===== src/rtl/eth_rx_pkg.sv =====
package eth_rx_pkg;

   typedef enum logic {
      ST_HUNT = 1'b0,
      ST_DATA = 1'b1
   } rx_state_e;

   typedef struct packed {
      logic good;
      logic crc_err;
      logic align_err;
      logic discarded;
   } rx_status_t;

   localparam logic [31:0] CRC32_POLY_REFL = 32'hEDB88320;
   localparam logic [31:0] CRC32_SEED      = 32'hFFFFFFFF;
   localparam logic [31:0] CRC32_RESIDUE   = 32'hDEBB20E3;

endpackage


===== src/rtl/eth_rx_sfd_hunt.sv =====
module eth_rx_sfd_hunt #(
   parameter int ONES_NEEDED = 2
) (
   input  logic clk,
   input  logic rst_n,
   input  logic enable,
   input  logic carrier,
   input  logic bit_stb,
   input  logic bit_in,
   output logic sfd_hit
);
   localparam int CW = $clog2(ONES_NEEDED + 1);
   localparam logic [CW-1:0] LAST = CW'(ONES_NEEDED - 1);

   generate
      if (ONES_NEEDED < 2) begin : g_bad_ones
         $error("eth_rx_sfd_hunt: ONES_NEEDED must be at least 2");
      end
   endgenerate

   logic [CW-1:0] ones_q;

   assign sfd_hit = enable & carrier & bit_stb & bit_in & (ones_q == LAST);

   always_ff @(posedge clk) begin
      if (!rst_n) begin
         ones_q <= '0;
      end else if (!enable || !carrier) begin
         ones_q <= '0;
      end else if (bit_stb) begin
         if (!bit_in || sfd_hit) ones_q <= '0;
         else                    ones_q <= ones_q + 1'b1;
      end
   end

   p_ones_bound_r2: assert property (@(posedge clk) disable iff (!rst_n)
      ones_q < CW'(ONES_NEEDED));

   p_no_count_on_idle_r10: assert property (@(posedge clk) disable iff (!rst_n)
      (enable && carrier && !bit_stb) |=> $stable(ones_q));

endmodule


===== src/rtl/eth_rx_crc_serial.sv =====
module eth_rx_crc_serial #(
   parameter int          W         = 32,
   parameter logic [W-1:0] POLY     = eth_rx_pkg::CRC32_POLY_REFL,
   parameter logic [W-1:0] SEED     = eth_rx_pkg::CRC32_SEED,
   parameter logic [W-1:0] RESIDUE  = eth_rx_pkg::CRC32_RESIDUE,
   parameter bit           REFLECTED = 1'b1
) (
   input  logic clk,
   input  logic rst_n,
   input  logic clear,
   input  logic shift_en,
   input  logic bit_in,
   output logic residue_next
);
   generate
      if (W < 8) begin : g_bad_width
         $error("eth_rx_crc_serial: W must be at least 8");
      end
   endgenerate

   logic [W-1:0] crc_q;
   logic [W-1:0] crc_next;

   generate
      if (REFLECTED) begin : g_refl
         logic fb;
         assign fb       = crc_q[0] ^ bit_in;
         assign crc_next = {1'b0, crc_q[W-1:1]} ^ (fb ? POLY : '0);
      end else begin : g_norm
         logic fb;
         assign fb       = crc_q[W-1] ^ bit_in;
         assign crc_next = {crc_q[W-2:0], 1'b0} ^ (fb ? POLY : '0);
      end
   endgenerate

   assign residue_next = (crc_next == RESIDUE);

   always_ff @(posedge clk) begin
      if (!rst_n)        crc_q <= SEED;
      else if (clear)    crc_q <= SEED;
      else if (shift_en) crc_q <= crc_next;
   end

   p_seed_after_clear_r4: assert property (@(posedge clk) disable iff (!rst_n)
      clear |=> (crc_q == SEED));

   p_hold_without_bit_r10: assert property (@(posedge clk) disable iff (!rst_n)
      (!clear && !shift_en) |=> $stable(crc_q));

endmodule


===== src/rtl/eth_rx_byte_pack.sv =====
module eth_rx_byte_pack #(
   parameter int BYTE_W    = 8,
   parameter bit LSB_FIRST = 1'b1
) (
   input  logic              clk,
   input  logic              rst_n,
   input  logic              clear,
   input  logic              shift_en,
   input  logic              bit_in,
   output logic [BYTE_W-1:0] byte_next,
   output logic              last_bit,
   output logic              partial
);
   localparam int CNT_W = $clog2(BYTE_W);
   localparam logic [CNT_W-1:0] CNT_LAST = CNT_W'(BYTE_W - 1);

   generate
      if (BYTE_W < 2 || (BYTE_W & (BYTE_W - 1)) != 0) begin : g_bad_byte
         $error("eth_rx_byte_pack: BYTE_W must be a power of two >= 2");
      end
   endgenerate

   logic [BYTE_W-2:0] held_q;
   logic [CNT_W-1:0]  cnt_q;

   generate
      if (LSB_FIRST) begin : g_lsb
         assign byte_next = {bit_in, held_q};
         always_ff @(posedge clk) begin
            if (shift_en) held_q <= byte_next[BYTE_W-1:1];
         end
      end else begin : g_msb
         assign byte_next = {held_q, bit_in};
         always_ff @(posedge clk) begin
            if (shift_en) held_q <= byte_next[BYTE_W-2:0];
         end
      end
   endgenerate

   assign last_bit = (cnt_q == CNT_LAST);
   assign partial  = (cnt_q != '0);

   always_ff @(posedge clk) begin
      if (!rst_n)        cnt_q <= '0;
      else if (clear)    cnt_q <= '0;
      else if (shift_en) cnt_q <= cnt_q + 1'b1;
   end

   p_cnt_zero_after_clear_r3: assert property (@(posedge clk) disable iff (!rst_n)
      clear |=> !partial);

   p_wrap_after_last_r3: assert property (@(posedge clk) disable iff (!rst_n)
      (shift_en && last_bit && !clear) |=> !partial);

endmodule


===== src/rtl/eth_rx_deframer.sv =====
module eth_rx_deframer #(
   parameter int  BYTE_W      = 8,
   parameter int  SFD_ONES    = 2,
   parameter int  CRC_W       = 32,
   parameter logic [CRC_W-1:0] CRC_POLY    = eth_rx_pkg::CRC32_POLY_REFL,
   parameter logic [CRC_W-1:0] CRC_SEED    = eth_rx_pkg::CRC32_SEED,
   parameter logic [CRC_W-1:0] CRC_RESIDUE = eth_rx_pkg::CRC32_RESIDUE,
   parameter bit  LSB_FIRST   = 1'b1
) (
   input  logic              clk,
   input  logic              rst_n,
   input  logic              carrier,
   input  logic              rx_valid,
   input  logic              rx_bit,
   input  logic              discard,
   output logic              byte_valid,
   output logic [BYTE_W-1:0] byte_data,
   output logic              frame_end,
   output logic              stat_good,
   output logic              stat_crc_err,
   output logic              stat_align_err,
   output logic              stat_discarded
);
   import eth_rx_pkg::*;

   generate
      if (CRC_W % BYTE_W != 0) begin : g_bad_crc_w
         $error("eth_rx_deframer: CRC_W must be a whole number of bytes");
      end
   endgenerate

   rx_state_e  state_q;
   rx_status_t status_q;
   logic       in_frame, bit_stb, data_stb, sfd_hit;
   logic       last_bit, partial, residue_next, boundary_stb;
   logic       match_q, drop_q, suppress;
   logic [BYTE_W-1:0] byte_next;
   logic       byte_valid_q, frame_end_q;
   logic [BYTE_W-1:0] byte_data_q;

   assign in_frame     = (state_q == ST_DATA);
   assign bit_stb      = rx_valid & carrier;
   assign data_stb     = in_frame & bit_stb;
   assign boundary_stb = data_stb & last_bit;
   assign suppress     = drop_q | (in_frame & discard);

   eth_rx_sfd_hunt #(.ONES_NEEDED(SFD_ONES)) u_hunt (
      .clk     (clk),
      .rst_n   (rst_n),
      .enable  (!in_frame),
      .carrier (carrier),
      .bit_stb (bit_stb),
      .bit_in  (rx_bit),
      .sfd_hit (sfd_hit)
   );

   eth_rx_crc_serial #(
      .W        (CRC_W),
      .POLY     (CRC_POLY),
      .SEED     (CRC_SEED),
      .RESIDUE  (CRC_RESIDUE),
      .REFLECTED(LSB_FIRST)
   ) u_crc (
      .clk          (clk),
      .rst_n        (rst_n),
      .clear        (sfd_hit),
      .shift_en     (data_stb),
      .bit_in       (rx_bit),
      .residue_next (residue_next)
   );

   eth_rx_byte_pack #(.BYTE_W(BYTE_W), .LSB_FIRST(LSB_FIRST)) u_pack (
      .clk       (clk),
      .rst_n     (rst_n),
      .clear     (sfd_hit),
      .shift_en  (data_stb),
      .bit_in    (rx_bit),
      .byte_next (byte_next),
      .last_bit  (last_bit),
      .partial   (partial)
   );

   always_ff @(posedge clk) begin
      if (!rst_n) begin
         state_q      <= ST_HUNT;
         match_q      <= 1'b0;
         drop_q       <= 1'b0;
         byte_valid_q <= 1'b0;
         byte_data_q  <= '0;
         frame_end_q  <= 1'b0;
         status_q     <= '0;
      end else begin
         byte_valid_q <= boundary_stb & !suppress;
         frame_end_q  <= in_frame & !carrier;
         if (boundary_stb) byte_data_q <= byte_next;

         if (sfd_hit)           match_q <= 1'b0;
         else if (boundary_stb) match_q <= residue_next;

         if (sfd_hit)                 drop_q <= 1'b0;
         else if (in_frame & discard) drop_q <= 1'b1;

         if (in_frame && !carrier) begin
            state_q            <= ST_HUNT;
            status_q.good      <= match_q & !suppress;
            status_q.crc_err   <= !match_q;
            status_q.align_err <= !match_q & partial;
            status_q.discarded <= suppress;
         end else if (sfd_hit) begin
            state_q <= ST_DATA;
         end
      end
   end

   assign byte_valid     = byte_valid_q;
   assign byte_data      = byte_data_q;
   assign frame_end      = frame_end_q;
   assign stat_good      = status_q.good;
   assign stat_crc_err   = status_q.crc_err;
   assign stat_align_err = status_q.align_err;
   assign stat_discarded = status_q.discarded;

   p_reset_quiet_r1: assert property (@(posedge clk)
      !rst_n |=> (!byte_valid && !frame_end && !stat_good && !stat_crc_err));

   p_byte_in_frame_r3: assert property (@(posedge clk) disable iff (!rst_n)
      byte_valid |-> $past(in_frame));

   p_end_single_r5: assert property (@(posedge clk) disable iff (!rst_n)
      frame_end |=> !frame_end);

   p_good_excl_crc_r6: assert property (@(posedge clk) disable iff (!rst_n)
      !(stat_good && stat_crc_err));

   p_align_implies_crc_r7: assert property (@(posedge clk) disable iff (!rst_n)
      stat_align_err |-> stat_crc_err);

   p_discard_not_good_r8: assert property (@(posedge clk) disable iff (!rst_n)
      stat_discarded |-> !stat_good);

   p_status_hold_r9: assert property (@(posedge clk) disable iff (!rst_n)
      !frame_end |-> $stable(status_q));

endmodule


===== config.mk =====
export PLATFORM = sky130hd
export DESIGN_NAME = eth_rx_deframer
export DESIGN_NICKNAME = d
export VERILOG_FILES = /design/src/rtl/eth_rx_pkg.sv /design/src/rtl/eth_rx_sfd_hunt.sv /design/src/rtl/eth_rx_crc_serial.sv /design/src/rtl/eth_rx_byte_pack.sv /design/src/rtl/eth_rx_deframer.sv
export SDC_FILE = /design/constraint.sdc
export NUM_CORES = 1
export LEC_CHECK = 0
export ABC_AREA = 1
export BUFFER_PORTS_ARGS = -buffer_cell sky130_fd_sc_hd__buf_2
export CAP_MARGIN = 20
export CORE_ASPECT_RATIO = 1.5
export CORE_UTILIZATION = 35
export CTS_CLUSTER_DIAMETER = 120
export DETAILED_ROUTE_END_ITERATION = 12
export GPL_TIMING_DRIVEN = 0
export PLACE_DENSITY = 0.56
export SLEW_MARGIN = 10
export SYNTH_ARGS = -nofsm -noshare
export SYNTH_HDL_FRONTEND = slang
export SYNTH_SLANG_ARGS = --single-unit

===== constraint.sdc =====
create_clock -name clk -period 1.6 [get_ports clk]
set_clock_uncertainty 0.2 [all_clocks]
set_input_delay 0.32 -clock clk [delete_from_list [all_inputs] [get_ports clk]]
set_output_delay 0.32 -clock clk [all_outputs]
set_load 0.02 [all_outputs]

==> results.cfg, run 1 <==
[run_status]
outcome = complete, but fails checks
failed_checks = negative setup slack

[route]
wire_per_inst_um = 13.0
wl_mm = 5.71
vias = 2140
drt_pass1_iterations = 4
via_per_inst = 4.86
drc = 0
first_iter_violations = 102
postRouteAntennaNets = 0

[synthesis]
synth_top_family_by_area = simple AND/OR/NAND/NOR gates
synth.most_common_cell = nand2_1
synthFlopType = dfxtp_1
avgSynthCellArea_sq_um = 8.01
synthAdderAreaFrac_pct = 2.47
synthMuxAreaShare_pct = 0
ys_seq_elements = 61
synthTopCellsByCount = nand2_1, dfxtp_1, inv_1
netlist_area_sq_um = 2530
async_reset_ff_share_pct = 0
syn_inst = 316
yosysUniqueCellTypes = 28
synth_xor_area_share_pct = 0
yosysSeqAreaShare_pct = 51.0
synth-simple-area-share_pct = 23.8
yosysTopAreaCell = dfxtp_1
syn_nets = 327
synth_top_area_share_pct = 42.7
synthTopCellsByArea = dfxtp_1, nand2_1, edfxtp_1
yosysWarnings = 0
synth_compound_area_share_pct = 14.6
synth_edf_count = 7

[placed_design]
globalplace.congestion = 0.813
port-buffer-count = 19
postPlaceCellArea_sq_um = 2720
pre_cts_ws_ns = -0.441
dp_hpwl_mm = 3.94

[min_path]
hold_path_depth = 3
min_from = rst_n
worstHoldPathType = input pin to flip-flop

[cts]
cts.sinks = 61
cts_tree = yes
cts_root_buf = clkbuf_8
clkLatencyLatePin_ns = 0.34
clk_pin_slew_ns = 0.07
cts_buffers = 9
clockBufferDepth = 2
cts_max_level = 3
holdBufCountCts = 0

[global_routing]
grtUsageTotal_pct = 17.1
grt_overflow = 0
antenna_found_initial = 0
grt_pass1_wl_mm = 9.78
grt_max_degree = 17
grt_pass1_vias = 2106

[worst_setup_path]
crit_required_ns = 1.68
critPathMaxFanout = 4
path_cells = inv_6, nand2_4, nand2_4, buf_12, nand2_2, nand2_2, nor2_2, nand2_1, nor2_2, nand2_1, a21oi_2
cpMaxStageDelayCell = dfxtp_4
reg2reg_depth = 11
cp-startpoint = u_crc.crc_q[0]
cpPeakStageDelay_ns = 0.41
crit_type = flip-flop to flip-flop
r2r-start = u_crc.crc_q[0]
critPathArrivalTime_ns = 1.70
critPathLaunchType = flip-flop
cp-end-kind = flip-flop

[final_layout]
n_antenna_cell = 0
fin_nets = 368
stdcell_area_sq_um = 3190
final_layout_size_suffix_gt1_share_pct = 24.0
syn2layout_area_growth_pct = 26.1

[floorplanning]
floorplan.initialDensity_pct = 36.4
top_level_ports = 20
die_x_um = 71.4
core_sq_um = 6940
die-area_sq_um = 7580
placementRows = 37
die_h_um = 106

[sta]
relSlewSlack_pct = 70.2
rsz0062_at_grt = yes
final-setup-viol-count = 1
hold_viol_final = 0
fmax_mhz = 620
drv_slew = 0
worstMarginPinSlew_ns = 0.447
setup_slack_ns = -0.0125
finalCritPeriodShare_pct = 101
finalSetupTns_ns = -0.0125
fin_crit_ns = 1.61

[power_and_ir_drop]
powerDensity_nw_per_um2 = 1050
power.leakage_uw = 0.00154
irDropWorstVdd_mv = 0.448

[job]
cap_violations = 0
critical path: cells and delay by family, from the launching register on:
family | cells | cell delay [ns]
compound gates | 1 | 0.13
simple gates | 8 | 0.61
flops | 1 | 0.41
buf+inv | 2 | 0.20
per-stage QoR:
step                total power, uW  util [%]  cells  hold slack, ns
finish                         3330      45.9    440          0.0644
detailed placement             1680      39.2    413           0.233
global placement               1680      39.2    413           0.234
floorplan                      1650         -    316           0.219
global route                   3450      45.9    440          0.0774
CTS                            3340      43.6    433          0.0592
flip-flops by register name, indices dropped and copies added (netlist names):
name / flops
u_hunt.ones_q: 2
byte_valid: 1
u_pack.cnt_q: 3
match_q: 1
frame_end: 1
u_crc.crc_q: 32
stat_discarded: 1
in_frame: 1
drop_q: 1
stat_good: 1
byte_data: 8
u_pack.held_q: 7
stat_align_err: 1
stat_crc_err: 1
timing repair:
item	CTS	global route
pin swaps	3	15
setup endpoints to repair	47	46
buffers inserted	5	7
cloned	0	0
gates resized for setup	10	37
cell families after synthesis:
group / after synthesis
buffers and inverters: 52
and+or+nand+nor: 139
AOI/OAI and AO/OA: 59
adders and majority gates: 5
DFF: 61
power by group:
| part | internal, uW | switching (uW) | leakage [uW] | total [uW] |
|---|---|---|---|---|
| Combinational | 44.1 | 85.3 | 0.000928 | 129 |
| Clock | 1030 | 626 | 0.000116 | 1660 |
| Sequential | 1540 | 1.22 | 0.000500 | 1540 |
cell usage in the layout (no fill, tap or decap), types with 11 or more instances in the layout:
cell / Yosys / final
inv_1: 38 / 37
nor2_1: 31 / 27
a21oi_1: 12 / 11
buf_4: 1 / 12
buf_2: 4 / 21
o211ai_1: 25 / 25
nand2_1: 77 / 70
nand3_1: 16 / 16
dfxtp_1: 54 / 51
o21ai_0: 15 / 14
final timing paths:
| kind | endpoint | slack, ns |
|---|---|---|
| worst max register to register | match_q | -0.01 |
| worst min-delay path | stat_discarded | 0.06 |
| worst max-delay path | match_q | -0.01 |
| worst min register to register | u_pack.held_q[5] | 0.25 |
layout make-up:
type / instances / area (sq um)
fill: 697 / 3750
sequential: 61 / 1300
multi-input combinational: 203 / 1130
timing repair buffer: 31 / 201
inverter: 41 / 169
clock buffer: 10 / 128
clock inverter: 6 / 111
tap: 78 / 97.6
buffer: 10 / 55.1
layer usage:
| layer | up-vias | wire [um] | track usage [%] |
|---|---|---|---|
| met2 | 43 | 2910 | 29.3 |
| met5 | - | 0 | 0 |
| li1 | 1111 | - | - |
| met3 | 16 | 193 | 3.51 |
| met4 | 0 | 185 | 10.6 |
| met1 | 970 | 2410 | 19.1 |
Note: power is estimated with default switching activity, not from simulation.
==> run 2: changes to the inputs <==
--- a/config.mk
+++ b/config.mk
@@ -14,6 +14,7 @@
 export DETAILED_ROUTE_END_ITERATION = 12
 export GPL_TIMING_DRIVEN = 0
 export PLACE_DENSITY = 0.56
+export SKIP_CTS_REPAIR_TIMING = 1
 export SLEW_MARGIN = 10
 export SYNTH_ARGS = -nofsm -noshare
 export SYNTH_HDL_FRONTEND = slang
==> run 2 against run 1 <==
The flow now finishes without violations; largest power group unchanged; cell area increased by 2.9%; worst hold slack got worse by 0.0017 ns; highest routed layer unchanged; core utilization increased by 1.3 points; non-clock buffer count increased by 6; critical path depth decreased by 1; routed wire length increased by 0.91%; maximum frequency increased by 1.2%; die area unchanged; power increased by 0.50%.
==> results.cfg, run 2 (synthesis gave the netlist of run 1 again) <==
[run_status]
outcome = finished clean

[power_and_ir_drop]
pwr-share-clk_pct = 49.5
intPower_uw = 2640
power.leakage_uw = 0.00159
powerDensity_nw_per_um2 = 1020
p_sw_uw = 714
irDropWorstVdd_mv = 0.450
share_comb_of_total_power_pct = 4.4
seqPwrFrac_pct = 46.1
power_switching_share_pct = 21.3

[sta]
whs_ns = 0.0627
hold_viol_final = 0
worstMarginPinSlew_ns = 0.365
rsz0062_at_grt = yes
finalCritPeriodShare_pct = 99.6
finalSetupTns_ns = 0
fin_crit_ns = 1.59
final-setup-viol-count = 0
drv_slew = 0
setup_slack_ns = 0.00627
fmax_mhz = 627
relSlewSlack_pct = 75.6

[placed_design]
globalplace.congestion = 0.813
dp_hpwl_mm = 3.94
placed_cells = 413
port-buffer-count = 19
pre_cts_ws_ns = -0.441

[route]
wl_mm = 5.76
postRouteAntennaNets = 0
first_iter_violations = 65
drt_pass1_iterations = 4
drc = 0
vias = 2168
wire_per_inst_um = 12.9
via_per_inst = 4.85

[global_routing]
grt_pass1_wl_mm = 9.56
antenna_found_initial = 0
grt_pass1_vias = 2064
grt_overflow = 0
grtUsageTotal_pct = 16.8
grt_max_degree = 17

[final_layout]
fill_cells = 687
largest_register_ff_count = 32
fin_nets = 375
layout_commonest_cell = nand2_1
n_antenna_cell = 0
largest_register = u_crc.crc_q
multi_input_area_sq_um = 1150
stdcell_count = 447
syn2layout_area_growth_pct = 29.7
seq_area_sq_um = 1300
final_cell_mix = nand2_1, dfxtp_1, inv_1
final_util_pct = 47.3
final_layout_size_suffix_gt1_share_pct = 29.0

[cts]
cts_max_level = 3
clockBufferDepth = 2
cts.sinks = 61
clk_pin_slew_ns = 0.07
cts_root_buf = clkbuf_8
cts_tree = yes
cts_buffers = 9
clkLatencyLatePin_ns = 0.34

[worst_setup_path]
cpMaxStageDelayCell = dfxtp_4
critPathMaxFanout = 4
cp_common_cell = nand2_1
path_cells = inv_4, nand2_4, buf_4, nand3_1, nand2_1, nor2_2, nand2_1, nor2_2, nand2_1, a21oi_2
crit_type = flip-flop to flip-flop
critPathLaunchType = flip-flop
crit_required_ns = 1.68
critPathArrivalTime_ns = 1.68
cp-end-kind = flip-flop
cpPeakStageDelay_ns = 0.38

[floorplanning]
core_sq_um = 6940
floorplan.initialDensity_pct = 36.4
die_x_um = 71.4
die-area_sq_um = 7580
die_h_um = 106
top_level_ports = 20
placementRows = 37

[job]
cap_violations = 0

[min_path]
worstHoldPathType = input pin to flip-flop
## run 2: area by class of cell
cell class,count,share of cell area (%)
clock buffers,10,3.89
multi-input cells,203,35.0
inverters,41,4.88
plain buffers,11,2.67
repair buffers,36,7.40
well taps,78,2.97
flip-flops and latches,61,39.6
clock inverters,6,3.39
repair inverters,1,0.229
## run 2: layer usage
metal	track usage (%)	up-vias	share of wire, %
met5	0	-	0
met4	10.6	0	3.3
met3	3.51	16	3.0
met2	28.4	43	51
met1	18.8	981	43
li1	-	1128	-
## run 2: worst paths after layout
| check | start | to | slack (ns) | cells after the start |
|---|---|---|---|---|
| setup / recovery | u_crc.crc_q[0] | match_q | 0.006 | 10 |
| hold / removal | discard | drop_q | 0.06 | 3 |
| setup reg to reg | u_crc.crc_q[0] | match_q | 0.006 | 10 |
| hold reg to reg | u_hunt.ones_q[0] | u_hunt.ones_q[0] | 0.25 | 1 |
## run 2: power by group through the flow
stage	Clock [uW]	Sequential [uW]	Combinational, uW
floorplan	0	1580	69.9
global placement	0	1580	103
detailed placement	0	1580	103
CTS	1680	1550	103
global route	1760	1540	162
finish	1660	1540	148
## run 2: worst max-delay path, delay by kind of cell (launching register included)
| family | cells | cell delay, ns |
|---|---|---|
| simple gates | 7 | 0.60 |
| flops | 1 | 0.38 |
| buf+inv | 2 | 0.23 |
| compound gates | 1 | 0.12 |
## run 2: through the flow
step / area (sq um) / total power (uW)
2_1_floorplan: 2530 / 1650
5_1_grt: 3280 / 3470
3_5_place_dp: 2720 / 1680
3_3_place_gp: 2720 / 1680
4_1_cts: 2960 / 3330
6_report: 3280 / 3350
